[src/rtl/qps_pkg.sv]
package qps_pkg;
  localparam int RING_STAGES = 2;
  localparam int NUM_PHASES  = 2 * RING_STAGES;
  localparam int DATA_W      = 3;
  localparam int SEL_W       = 2;
  localparam logic [DATA_W-1:0] DATA_TAPS = 3'b110;
  localparam logic [DATA_W-1:0] DATA_SEED = 3'b001;

  typedef enum logic [SEL_W-1:0] {
    SYM_PSIN = 2'b00,
    SYM_NSIN = 2'b01,
    SYM_PCOS = 2'b10,
    SYM_NCOS = 2'b11
  } sym_e;

  // Tap index (lag in quarter periods) for each symbol
  function automatic logic [1:0] tap_of(input logic [SEL_W-1:0] code);
    case (sym_e'(code))
      SYM_PSIN: tap_of = 2'd0;
      SYM_NSIN: tap_of = 2'd2;
      SYM_PCOS: tap_of = 2'd3;
      default:  tap_of = 2'd1;
    endcase
  endfunction
endpackage

[src/rtl/qps_twist_ring.sv]
module qps_twist_ring #(
  parameter int STAGES = 2,
  localparam int TAPS  = 2 * STAGES
) (
  input  logic            clk,
  input  logic            rst_n,
  input  logic            en,
  output logic [TAPS-1:0] taps_o,
  output logic            rise_o
);
  logic [STAGES-1:0] q_r;
  logic [STAGES-1:0] q_nxt;

  always_comb begin
    q_nxt = q_r;
    if (en) q_nxt = {q_r[STAGES-2:0], ~q_r[STAGES-1]};
  end

  always_ff @(posedge clk or negedge rst_n) begin
    if (!rst_n) q_r <= '0;
    else        q_r <= q_nxt;
  end

  for (genvar k = 0; k < STAGES; k++) begin : g_tap
    assign taps_o[k]          = q_r[k];
    assign taps_o[k + STAGES] = ~q_r[k];
  end

  // Tap 0 goes high on this edge
  assign rise_o = en & ~q_r[0] & ~q_r[STAGES-1];
endmodule

[src/rtl/qps_lfsr.sv]
module qps_lfsr #(
  parameter int              WIDTH = 3,
  parameter logic [WIDTH-1:0] TAPS = 3'b110,
  parameter logic [WIDTH-1:0] SEED = 3'b001
) (
  input  logic             clk,
  input  logic             rst_n,
  input  logic             step_i,
  output logic [WIDTH-1:0] state_o
);
  logic [WIDTH-1:0] s_r;
  logic [WIDTH-1:0] s_nxt;
  logic             fb;

  always_comb begin
    fb    = ^(s_r & TAPS);
    s_nxt = s_r;
    if (step_i) s_nxt = {s_r[WIDTH-2:0], fb};
  end

  always_ff @(posedge clk or negedge rst_n) begin
    if (!rst_n) s_r <= SEED;
    else        s_r <= s_nxt;
  end

  assign state_o = s_r;
endmodule

[src/rtl/qps_phase_mux.sv]
module qps_phase_mux
  import qps_pkg::*;
#(
  parameter int PHASES = NUM_PHASES
) (
  input  logic [PHASES-1:0] taps_i,
  input  logic [SEL_W-1:0]  sel_i,
  output logic              out_o
);
  always_comb out_o = taps_i[tap_of(sel_i)];
endmodule

[src/rtl/qpsk_phase_sel.sv]
module qpsk_phase_sel
  import qps_pkg::*;
(
  input  logic                  clk,
  input  logic                  rst_n,
  input  logic                  en,
  output logic                  carrier_o,
  output logic [NUM_PHASES-1:0] phase_o,
  output logic [SEL_W-1:0]      sel_o,
  output logic                  dclk_o
);
  logic              tick;
  logic [DATA_W-1:0] data_q;
  logic [SEL_W-1:0]  sel_q;
  logic [SEL_W-1:0]  sel_nxt;

  qps_twist_ring #(.STAGES(RING_STAGES)) u_ring (
    .clk    (clk),
    .rst_n  (rst_n),
    .en     (en),
    .taps_o (phase_o),
    .rise_o (tick)
  );

  qps_lfsr #(.WIDTH(DATA_W), .TAPS(DATA_TAPS), .SEED(DATA_SEED)) u_data (
    .clk     (clk),
    .rst_n   (rst_n),
    .step_i  (tick),
    .state_o (data_q)
  );

  always_comb begin
    sel_nxt = sel_q;
    if (tick) sel_nxt = data_q[SEL_W-1:0];
  end

  always_ff @(posedge clk or negedge rst_n) begin
    if (!rst_n) sel_q <= '0;
    else        sel_q <= sel_nxt;
  end

  qps_phase_mux #(.PHASES(NUM_PHASES)) u_mux (
    .taps_i (phase_o),
    .sel_i  (sel_q),
    .out_o  (carrier_o)
  );

  assign sel_o  = sel_q;
  assign dclk_o = phase_o[0];
endmodule

[config.mk]
export PLATFORM = sky130hd
export DESIGN_NAME = qpsk_phase_sel
export DESIGN_NICKNAME = d
export VERILOG_FILES = /design/src/rtl/qps_pkg.sv /design/src/rtl/qps_twist_ring.sv /design/src/rtl/qps_lfsr.sv /design/src/rtl/qps_phase_mux.sv /design/src/rtl/qpsk_phase_sel.sv
export SDC_FILE = /design/constraint.sdc
export NUM_CORES = 1
export LEC_CHECK = 0
export BUFFER_PORTS_ARGS = -buffer_cell sky130_fd_sc_hd__clkbuf_2
export CAP_MARGIN = 20
export CORE_AREA = 2 2 39 41
export CTS_BUF_LIST = sky130_fd_sc_hd__clkbuf_4 sky130_fd_sc_hd__clkbuf_8
export CTS_CLUSTER_DIAMETER = 30
export DETAILED_ROUTE_END_ITERATION = 10
export DIE_AREA = 0 0 41 43
export PLACE_DENSITY = 0.45
export RECOVER_POWER = 50
export SKIP_CTS_REPAIR_TIMING = 1
export SYNTH_ARGS = -nofsm -noshare
export SYNTH_HDL_FRONTEND = slang
export SYNTH_SLANG_ARGS = --single-unit
[constraint.sdc]
create_clock -name clk -period 1.53 [get_ports clk]
set_input_delay 0.0765 -clock clk [delete_from_list [all_inputs] [get_ports clk]]
set_output_delay 0.0765 -clock clk [all_outputs]
set_load 0.01 [all_outputs]
==> run summary, run 1 <==
The initial core utilization is 0.1944. The first TritonRoute pass finished after 2 iterations. The net count of the finished layout is 44. The core utilization of the finished layout came out at 0.2993. The maximum number of pins on one net before global-route repair came out at 6. The worst slew slack as a fraction of its limit is 0.8100. The proportion of layout cells with a drive suffix above 1 is 0.6053.

The via-per-instance ratio came out at 4.130. The congestion estimate from routability-driven global placement came to about 0.71. In this run the worst path has a maximum fanout of 4.

The clock tree root driver cell is clkbuf_4. Synthesis instantiated 12 different standard cells from the library. Setup repair after global routing could not meet its margin everywhere. Once placement completed, the tool counted placed cells totaling 48. Clock-pin slew was measured on the worst setup and hold paths at 0.04 ns. The final clock skew is 0.004344 ns. The power per cell area came out at 2129 mW/mm2. The via count of the first global-routing pass came out at 157. The number of endpoints with negative hold slack in the final report came out at 0. Of the synthesized area, sequential elements account for 0.4698. The shortest clock period the worst path allows after layout came out at 1.465 ns. The net count after synthesis came out at 30.

The count of boundary I/O pins came out at 11. The mapped netlist covers 269.0 um2. The core region area is 0.001384 mm2. TritonCTS built the clock tree.

CTS built an H-tree with a depth of 1. The max-slew violation total from the final report came out at 0. During placement, the flow inserted port buffers numbering 10. The first-pass GRT wire length came out at 669 um.

In the final routed layout, each cell accounts on average for 10.54 um. In this run the deepest clock path goes through 2 buffers. The share of Yosys cell area claimed by the top area cell type is 0.3721.

The count of yosys warnings during synthesis is 0. The via count is 223. The total of flip-flops plus latches after synthesis came out at 5. Of all cell types, the one taking the most synthesized area is dfrtp_1.

The max capacitance violation total is 0. Across the VDD grid, the largest voltage drop is between 0.8 and 0.9 mV. The arrival time of the worst setup path is 1.39 ns.

STA classifies the critical path endpoint as a primary output. Dividing the synthesized area by the synthesized cell count gives 10.76 um2. The number of clock buffers inserted by TritonCTS came out at 3. The floorplan step defined a die boundary enclosing 0.001763 mm2. For this run, the total global-route usage over all layers was measured as 0.07374. The standby leakage power is 0.0001887 uW. The aggregate global routing overflow came out at 0. Summed over all layers, the routed wires come to 569 um. The total DRC errors in the routed layout came out at 0. In this run the remaining antenna-violating nets after routing total 0.

The overall die height came out at 43 um. The sum of net half-perimeters after detailed placement came out at roughly 420 um. The path class of the tightest hold or removal check is primary input to register.

The worst setup path is of the register to primary output kind. The row count is 14. The flow ran to the end, and the final reports show no timing, DRC or antenna violations.

The number of standard cells after synthesis is 25. The transition time of the tightest slew-check pin came out at 0.2850 ns. The worst-case hold slack is ~0.074 ns. The clock latency at the later pin of the worst-skew pair came out at 0.24 ns. The initial antenna violation count was 0.

In the post-synthesis netlist, the biggest area contributors are dfrtp_1 (37%), dfstp_2 (9.8%), ha_1 (9.3%). The highest clock rate came out at 682.7 MHz. In the finished design, the share of the clock period the worst path needs comes to 0.9574. Measured along the x axis, the die boundary spans between 40 and 50 um. The DRC violation total after the first TritonRoute iteration came out at 2. The number of antenna diodes came out at 0. Setup violations remaining at the end of the flow were counted as 0.

STA classifies the critical path startpoint as a register. The number of clock sinks seen by CTS is 5. The number of cells in the finished layout apart from fillers came out at 54. The area growth from synthesis to final layout came out at 53.95%.

The critical path required time came out at 1.45 ns.
==> layer usage <==
metal,routed length (um),part of all wire,track usage
met1,237,0.42,0.06885
met2,275,0.48,0.06875
met3,48,0.084,0.09424
met4,8,0.014,0.08000
met5,0,0,0
==> through the flow <==
| step | instance area (um2) | setup slack, ns | total power [uW] | setup TNS (ns) |
|---|---|---|---|---|
| finish | 414.1 | 0.06513 | 881.6 | 0 |
| global route | 414.1 | -0.02512 | 954.8 | -0.02512 |
| CTS | 346.6 | -0.07176 | 757.3 | -0.07176 |
| detailed placement | 316.6 | 0.1969 | 578.1 | 0 |
| global placement | 316.6 | 0.2190 | 575.4 | 0 |
| floorplan | 269.0 | 0.2610 | 482.7 | 0 |
==> cell usage in the layout (no fill, tap or decap), types with 2 or more instances in the layout <==
cell      netlist  final
clkbuf_1        0      2
clkbuf_4        0      4
o21ai_0         4      3
dfrtp_1         4      2
inv_1           3      2
dfrtp_2         0      2
clkbuf_2        0      7
ha_4            0      2
nand2_1         3      3
==> where the power goes <==
group | total (uW) | internal, uW | switching (uW)
registers | 264 | 196 | 68.3
logic | 449 | 240 | 209
clock network | 169 | 116 | 52.8
total | 882 | 551 | 330
==> registers in the layout (all words and copies together), names as in the netlist <==
name            cells
sel_o               1
u_data.state_o      2
u_ring.q_r          2
==> worst paths after layout <==
check	from	endpoint	slack, ns	cells past startpoint
min	en	u_ring.q_r[0]	0.07	2
max reg2reg	u_ring.q_r[1]	sel_o[0]	0.21	2
min reg2reg	u_data.state_o[0]	u_data.state_o[0]	0.49	2
max in group asynchronous	rst_n	u_data.state_o[0]	1.02	2
max	u_data.state_o[2]	carrier_o	0.07	5
min in group asynchronous	rst_n	u_ring.q_r[0]	0.23	2
==> cell type report <==
| class | instances | area [um2] |
|---|---|---|
| flip-flops and latches | 5 | 128.9 |
| repair buffers | 12 | 65.06 |
| well taps | 16 | 20.02 |
| fillers | 147 | 969.7 |
| inverters | 3 | 11.26 |
| clock buffers | 4 | 30.03 |
| multi-input cells | 14 | 158.9 |
==> logic make-up (layout without fill, tap and decap cells) <==
family,count (synthesis),count (layout),synth area share
buffers and inverters,6,19,0.1256
AO/OA/AOI/OAI,5,5,0.1023
flip-flops,5,5,0.4698
AND/OR/NAND/NOR,4,4,0.08371
adder cells (fa/ha/maj),2,2,0.09301
multiplexers,2,2,0.09301
XOR/XNOR,1,1,0.03256
==> cell usage after synthesis, drive strengths merged <==
| master | count |
|---|---|
| o21ai | 4 |
| o31ai | 1 |
| dfstp | 1 |
| mux2i | 1 |
| ha | 2 |
| xnor2 | 1 |
| dfrtp | 4 |
| nand2 | 3 |
| buf | 3 |
| mux2 | 1 |
| inv | 3 |
| or3b | 1 |
==> critical path, cell delays in order (launching register included) <==
cell,delay (ns)
dfrtp_2,0.44
ha_4,0.19
o21ai_4,0.16
o31ai_4,0.09
xnor2_1,0.12
buf_2,0.14
No activity file was read; power rests on OpenSTA's default activity.
==> run 2, diff against run 1 <==
--- a/config.mk
+++ b/config.mk
@@ -8,10 +8,11 @@
 export BUFFER_PORTS_ARGS = -buffer_cell sky130_fd_sc_hd__clkbuf_2
 export CAP_MARGIN = 20
 export CORE_AREA = 2 2 39 41
-export CTS_BUF_LIST = sky130_fd_sc_hd__clkbuf_4 sky130_fd_sc_hd__clkbuf_8
+export CTS_BUF_LIST = sky130_fd_sc_hd__clkbuf_8 sky130_fd_sc_hd__clkbuf_16
 export CTS_CLUSTER_DIAMETER = 30
 export DETAILED_ROUTE_END_ITERATION = 10
 export DIE_AREA = 0 0 41 43
+export HOLD_SLACK_MARGIN = 0.08
 export PLACE_DENSITY = 0.45
 export RECOVER_POWER = 50
 export SKIP_CTS_REPAIR_TIMING = 1
==> run 2 against run 1 <==
Sequential power fell by 9.1%. Global-route usage decreased by 1.1 points. Via count fell by 4.5%.
==> run summary, run 2 (synthesized netlist as in run 1, its figures left out) <==
The via count of the first global-routing pass came to 159. The sum of net half-perimeters after detailed placement is 421.8 um. The net count of the finished layout is 44. The register-to-register setup slack is ~0.24 ns.

The shortest clock period the worst path allows after layout is 1.437 ns. The worst-case clock buffer depth came out at 2. The startpoint of the worst register-to-register path is u_ring.q_r[1]. The clock tree root driver cell is clkbuf_8. The core region area came out at 0.001384 mm2. The max capacitance violation total came out at 0. The worst ir drop on vdd is 0.7156 mV. The library cell used most frequently in the layout, excluding fill and tap cells, is clkbuf_2. The overall die height is approximately 43 um. The endpoint of the worst setup timing path is carrier_o. The detailed router placed 213 vias in this run. Setup repair after global routing left no endpoint under its margin. The worst setup path is of the register to primary output kind. In this run the tool buffered the top-level ports with 10 buffer cells. The terminus of the critical flop-to-flop path is sel_o[0]. Data on the critical path arrives at its endpoint at 1.36 ns.

In the post-route analysis, the smallest setup slack over all paths is 0.09283 ns. The via-per-instance ratio is 3.944. The clock latency at the later pin of the worst-skew pair is 0.22 ns. The number of iterations in the first detailed-routing pass came out at 4. In the final timing run, aggregate negative setup slack is 0 ns. The max-slew violation total from the final report is 0. The highest clock rate came out at around 700 MHz.

The initial utilization of the core area, before any placement, comes to 0.1944. The final clock skew is 0.002865 ns. The number of clock buffers inserted by TritonCTS came out at 3. The clock net in this run drives a total of 5 sinks.

For this run, design rule violations remaining after detail routing come to 0. The critical path goes through ha_2 -> o31ai_2 -> xnor2_1 -> buf_2. For this run, the slowest stage of the critical path takes 0.41 ns. For this run the aggregate overflow at the end of global routing stands at 0.

Registers take 126.4 um2. The number of endpoints with negative hold slack in the final report is 0. In the layout the commonest cells are clkbuf_2 (7), inv_1 (4), dfrtp_1 (4).

The count of antenna-violating nets left after detailed routing is 0. The number of antenna diodes came out at 0. The transition time of the tightest slew-check pin came out at ~0.28 ns. The worst setup path is captured at a primary output. The all-layer global routing usage is 0.06263. The initial antenna violation count is 0.

Power spread over the standard cell area amounts to 2172 mW/mm2. Once layout is complete, the utilization of the core stands at 0.2821. The floorplan die area came out at 0.001763 mm2.

The area taken by multi-input logic gates is 122.6 um2. The chip width is just over 40 um. The post-detailed-route wirelength per cell is 9.926 um. Of the cells placed in the final design, the portion with a size suffix greater than 1 is 0.5000. The DRC violation total after the first TritonRoute iteration is 6. For this design the top-level I/O count stands at 11. The highest fanout seen on the critical path came out at 4. The flow ran to the end, and the final reports show no timing, DRC or antenna violations.

The minimum setup slack after placement came out at roughly 0.20 ns. The post-route fraction of the period consumed by the critical path is 0.9393. TritonCTS built the clock tree. The largest individual stage delay along the critical path comes from the cell dfrtp_1. The maximum number of pins on one net before global-route repair is 6. The last weighted congestion value of the routability-driven placer came out at 0.7133. The startpoint class of the critical path is a register.

The standby leakage power is 0.0001947 uW. The number of fillers in the final layout came out at 152. The first element of the critical path is u_data.state_o[2]. The clock-pin slew reported for the worst setup and hold paths after clock tree synthesis came out at 0.04 ns. The critical path required time came out at 1.45 ns.

The worst slew slack as a fraction of its limit is 0.8152. The number of cells traversed by the worst register-to-register path came out at 2. The overall routed net length came out at 536 um. The class of the worst hold path is primary input to register.

The first-pass GRT wire length is 641 um. The number of endpoints failing setup at the final stage came out at 0. The total power draw came out at between 800 and 900 uW.

In this run the number of H-tree levels came out at 1. The area growth from synthesis to final layout is 45.12%. The row count is 14.
run 2: cell types whose count changed in the layout (fill, tap and decap cells not counted), sizes merged:
cell	previous run	this run
clkbuf	13	12
inv	3	4
run 2: power by group:
| group | switching, uW | internal, uW |
|---|---|---|
| clock network | 63.4 | 172 |
| logic | 182 | 190 |
| registers | 49.5 | 191 |
run 2: area by class of cell:
class / instances / share of cell area
tap: 16 / 0.05128
sequential: 5 / 0.3237
timing repair buffer: 12 / 0.1667
multi-input combinational: 14 / 0.3141
clock inverter: 1 / 0.009615
inverter: 3 / 0.02885
clock buffer: 3 / 0.1058
run 2: worst max-delay path: cells and delay by family, from the launching register on:
family,cells,cell delay (ns)
flops,1,0.41
compound gates,1,0.24
fa+ha+maj,1,0.21
xor+xnor,1,0.14
buf+inv,1,0.14
run 2: per-layer routing:
layer | part of all wire | GRT usage
met3 | 0.091 | 0.06283
met1 | 0.47 | 0.06885
met5 | 0 | 0
met2 | 0.44 | 0.07188
met4 | 0 | 0.04000
run 2: how the worst min path moves through the flow:
stage,slack [ns],start,endpoint,cells after the start
2_1_floorplan,-0.22,rst_n,sel_o[0],0
3_3_place_gp,-0.1,rst_n,u_ring.q_r[0],1
3_5_place_dp,-0.1,rst_n,u_ring.q_r[1],1
4_1_cts,-0.34,rst_n,u_ring.q_r[0],1
5_1_grt,0.09,en,u_ring.q_r[0],2
6_report,0.09,en,u_ring.q_r[0],2
run 2: per-stage QoR:
step | instance area (um2) | instances | hold slack (ns)
floorplan | 269.0 | 25 | -0.2191
global placement | 316.6 | 48 | -0.09607
detailed placement | 316.6 | 48 | -0.09913
CTS | 361.6 | 52 | -0.3373
global route | 390.4 | 54 | 0.09079
finish | 390.4 | 54 | 0.09308
==> run 3, diff against run 2 <==
--- a/config.mk
+++ b/config.mk
@@ -13,7 +13,7 @@
 export DETAILED_ROUTE_END_ITERATION = 10
 export DIE_AREA = 0 0 41 43
 export HOLD_SLACK_MARGIN = 0.08
-export PLACE_DENSITY = 0.45
+export PLACE_DENSITY = 0.49
 export RECOVER_POWER = 50
 export SKIP_CTS_REPAIR_TIMING = 1
 export SYNTH_ARGS = -nofsm -noshare
==> run 3 against run 2 <==
Critical path depth unchanged. Cell count decreased by 1.9%. Non-clock buffer count fell by 1. Clock-buffer cell count unchanged. Global-route usage rose by 1.0 points. Fmax is 0.35% higher. Largest cell class is now multi-input gates. Critical path type unchanged. Worst hold slack improved by 0.0032 ns.
==> run summary, run 3 (synthesized netlist as in run 1, its figures left out) <==
In this run, the number of DRC markers left after iteration 0 of detailed routing was 1. The via-per-instance ratio came out at 3.906. In the routed design, unresolved DRC markers number 0. The first global-routing pass estimated 779 um of wire. Setup repair after global routing could not meet its margin everywhere.

The H-tree level count is 1. For this configuration, the core starts out at a cell density of 0.1944. The power per cell area came out at 2181 mW/mm2. The worst ir drop on vdd is between 0.5 and 0.6 mV. The final clock skew is 0.004273 ns.

The die covers between 0.0015 and 0.002 mm2. 0 antenna diodes ended up in the layout. The via count of the first global-routing pass is 194. The worst-case clock buffer depth came out at 2. The number of iterations in the first detailed-routing pass came out at 2.

At the end of the flow, the number of nets in the layout was 43. The standby leakage power is 0.0001895 uW. The delay contributed by the slowest stage of the critical path is roughly 0.44 ns.

The initial antenna violation count came to 0. Data on the critical path arrives at its endpoint at 1.36 ns. The later pin in the worst-skew pair is clocked with a latency of 0.22 ns.

The flow ran to the end, and the final reports show no timing, DRC or antenna violations. The setup path with the least slack is of type register to primary output. The highest fanout seen on the critical path is 4. The area growth from synthesis to final layout is 50.70%.

The minimum setup slack after placement came out at around 0.22 ns. Walking the worst path, the cells encountered are ha_4 -> o31ai_2 -> xnor2_1 -> buf_2. The post-route fraction of the period consumed by the critical path is 0.9361. The worst setup path is launched from a register. The critical path required time came out at 1.45 ns. Buffers inserted during clock tree synthesis total 3. The clock-pin slew reported for the worst setup and hold paths after clock tree synthesis is 0.04 ns. The transition time of the tightest slew-check pin is 0.2589 ns. Among all stages on the critical path, the largest delay is contributed by dfrtp_2. The count of antenna-violating nets left after detailed routing is 0.

The number of endpoints with negative hold slack in the final report came to 0. The highest clock rate came out at 698.2 MHz. Measured along the x axis, the die boundary spans approximately 41 um. The last weighted congestion value of the routability-driven placer came out at 0.5218. The proportion of layout cells with a drive suffix above 1 is 0.5676. Global routing finished with a remaining overflow of 0.

The count of input and output buffers came out at 10. Leaving out fill and tap cells, the most frequent cell in the layout is clkbuf_2. Max-cap violations in this run came to 0. Setup slack on the critical path of the routed design comes to 0.09780 ns. The TritonCTS clock tree is done. The row count came out at 14.

The shortest clock period the worst path allows after layout came out at 1.432 ns. The worst slew slack as a fraction of its limit came out at 0.8274. The overall routed net length came out at 506 um. Entering global routing, the biggest net connects 6 pins. At the end of the flow the core is filled with cells to 0.2929. The number of clock sinks seen by CTS is 5.

The number of endpoints failing setup at the final stage came out at 0. The number of cells on the worst hold path is 2. The sum of net half-perimeters after detailed placement came out at 366.4 um. The worst setup path is captured at a primary output. The max-slew violation total from the final report was 0. The path class of the tightest hold or removal check is primary input to register. The count of boundary I/O pins is 11. The number of cells traversed by the worst register-to-register path came out at 2.

The clock tree root driver cell is clkbuf_8. The die is 43 um tall. The region available for standard cell placement spans 0.001384 mm2. The via count is 207.

Dividing the detail-routed wire length by the instance count gives 9.547 um. In the layout the commonest cells are clkbuf_2 (7), inv_1 (3), nand2_1 (3), o21ai_0 (3), clkbuf_8 (3). The all-layer global routing usage is 0.07265.
==> run 3: changes by cell type in the layout (fill, tap and decap cells not counted), sizes merged <==
cell | previous run | this run
buf | 2 | 1
==> run 3: path summary, 6_finish.rpt <==
| kind | startpoint | slack (ns) | endpoint |
|---|---|---|---|
| max in group asynchronous | rst_n | 1.02 | u_data.state_o[0] |
| hold / removal | en | 0.1 | u_ring.q_r[1] |
| setup reg to reg | u_ring.q_r[1] | 0.23 | sel_o[0] |
| hold reg to reg | u_data.state_o[0] | 0.49 | u_data.state_o[0] |
| setup / recovery | u_data.state_o[2] | 0.1 | carrier_o |
| min in group asynchronous | rst_n | 0.24 | u_ring.q_r[1] |
==> run 3: area by class of cell <==
| type | count | area, um2 |
|---|---|---|
| inverter | 3 | 11.26 |
| sequential | 5 | 128.9 |
| clock buffer | 3 | 41.29 |
| tap | 16 | 20.02 |
| clock inverter | 1 | 3.754 |
| timing repair buffer | 11 | 57.56 |
| fill | 155 | 978.4 |
| multi-input combinational | 14 | 142.6 |
==> run 3: layer usage <==
layer	up-vias	track usage	wire (um)
li1	104	-	-
met1	99	0.07190	218
met2	4	0.09063	253
met3	0	0.07853	34
met4	0	0.04000	0
met5	-	0	0
==> run 3: report_power, final <==
| group | internal, uW | total, uW | switching (uW) |
|---|---|---|---|
| clock | 172 | 235 | 63.4 |
| sequential | 196 | 264 | 68.1 |
| combinational | 201 | 385 | 184 |
==> run 3: critical path: cells and delay by family, from the launching register on <==
kind | cells | cell delay [ns]
flip-flops | 1 | 0.44
AO/OA/AOI/OAI | 1 | 0.23
adder cells (fa/ha/maj) | 1 | 0.18
buffers and inverters | 1 | 0.14
XOR/XNOR | 1 | 0.14
==> run 3: stage by stage <==
stage | area, um2 | cells | total power, uW | TNS, ns | hold slack (ns)
after floorplan | 269.0 | 25 | 482.7 | 0 | -0.2191
after global placement | 316.6 | 48 | 569.4 | 0 | -0.1009
after detailed placement | 316.6 | 48 | 569.9 | 0 | -0.1019
after CTS | 361.6 | 52 | 814.7 | -0.02320 | -0.3344
after global routing | 405.4 | 53 | 967.6 | -0.006959 | 0.1148
final | 405.4 | 53 | 884.2 | 0 | 0.09628
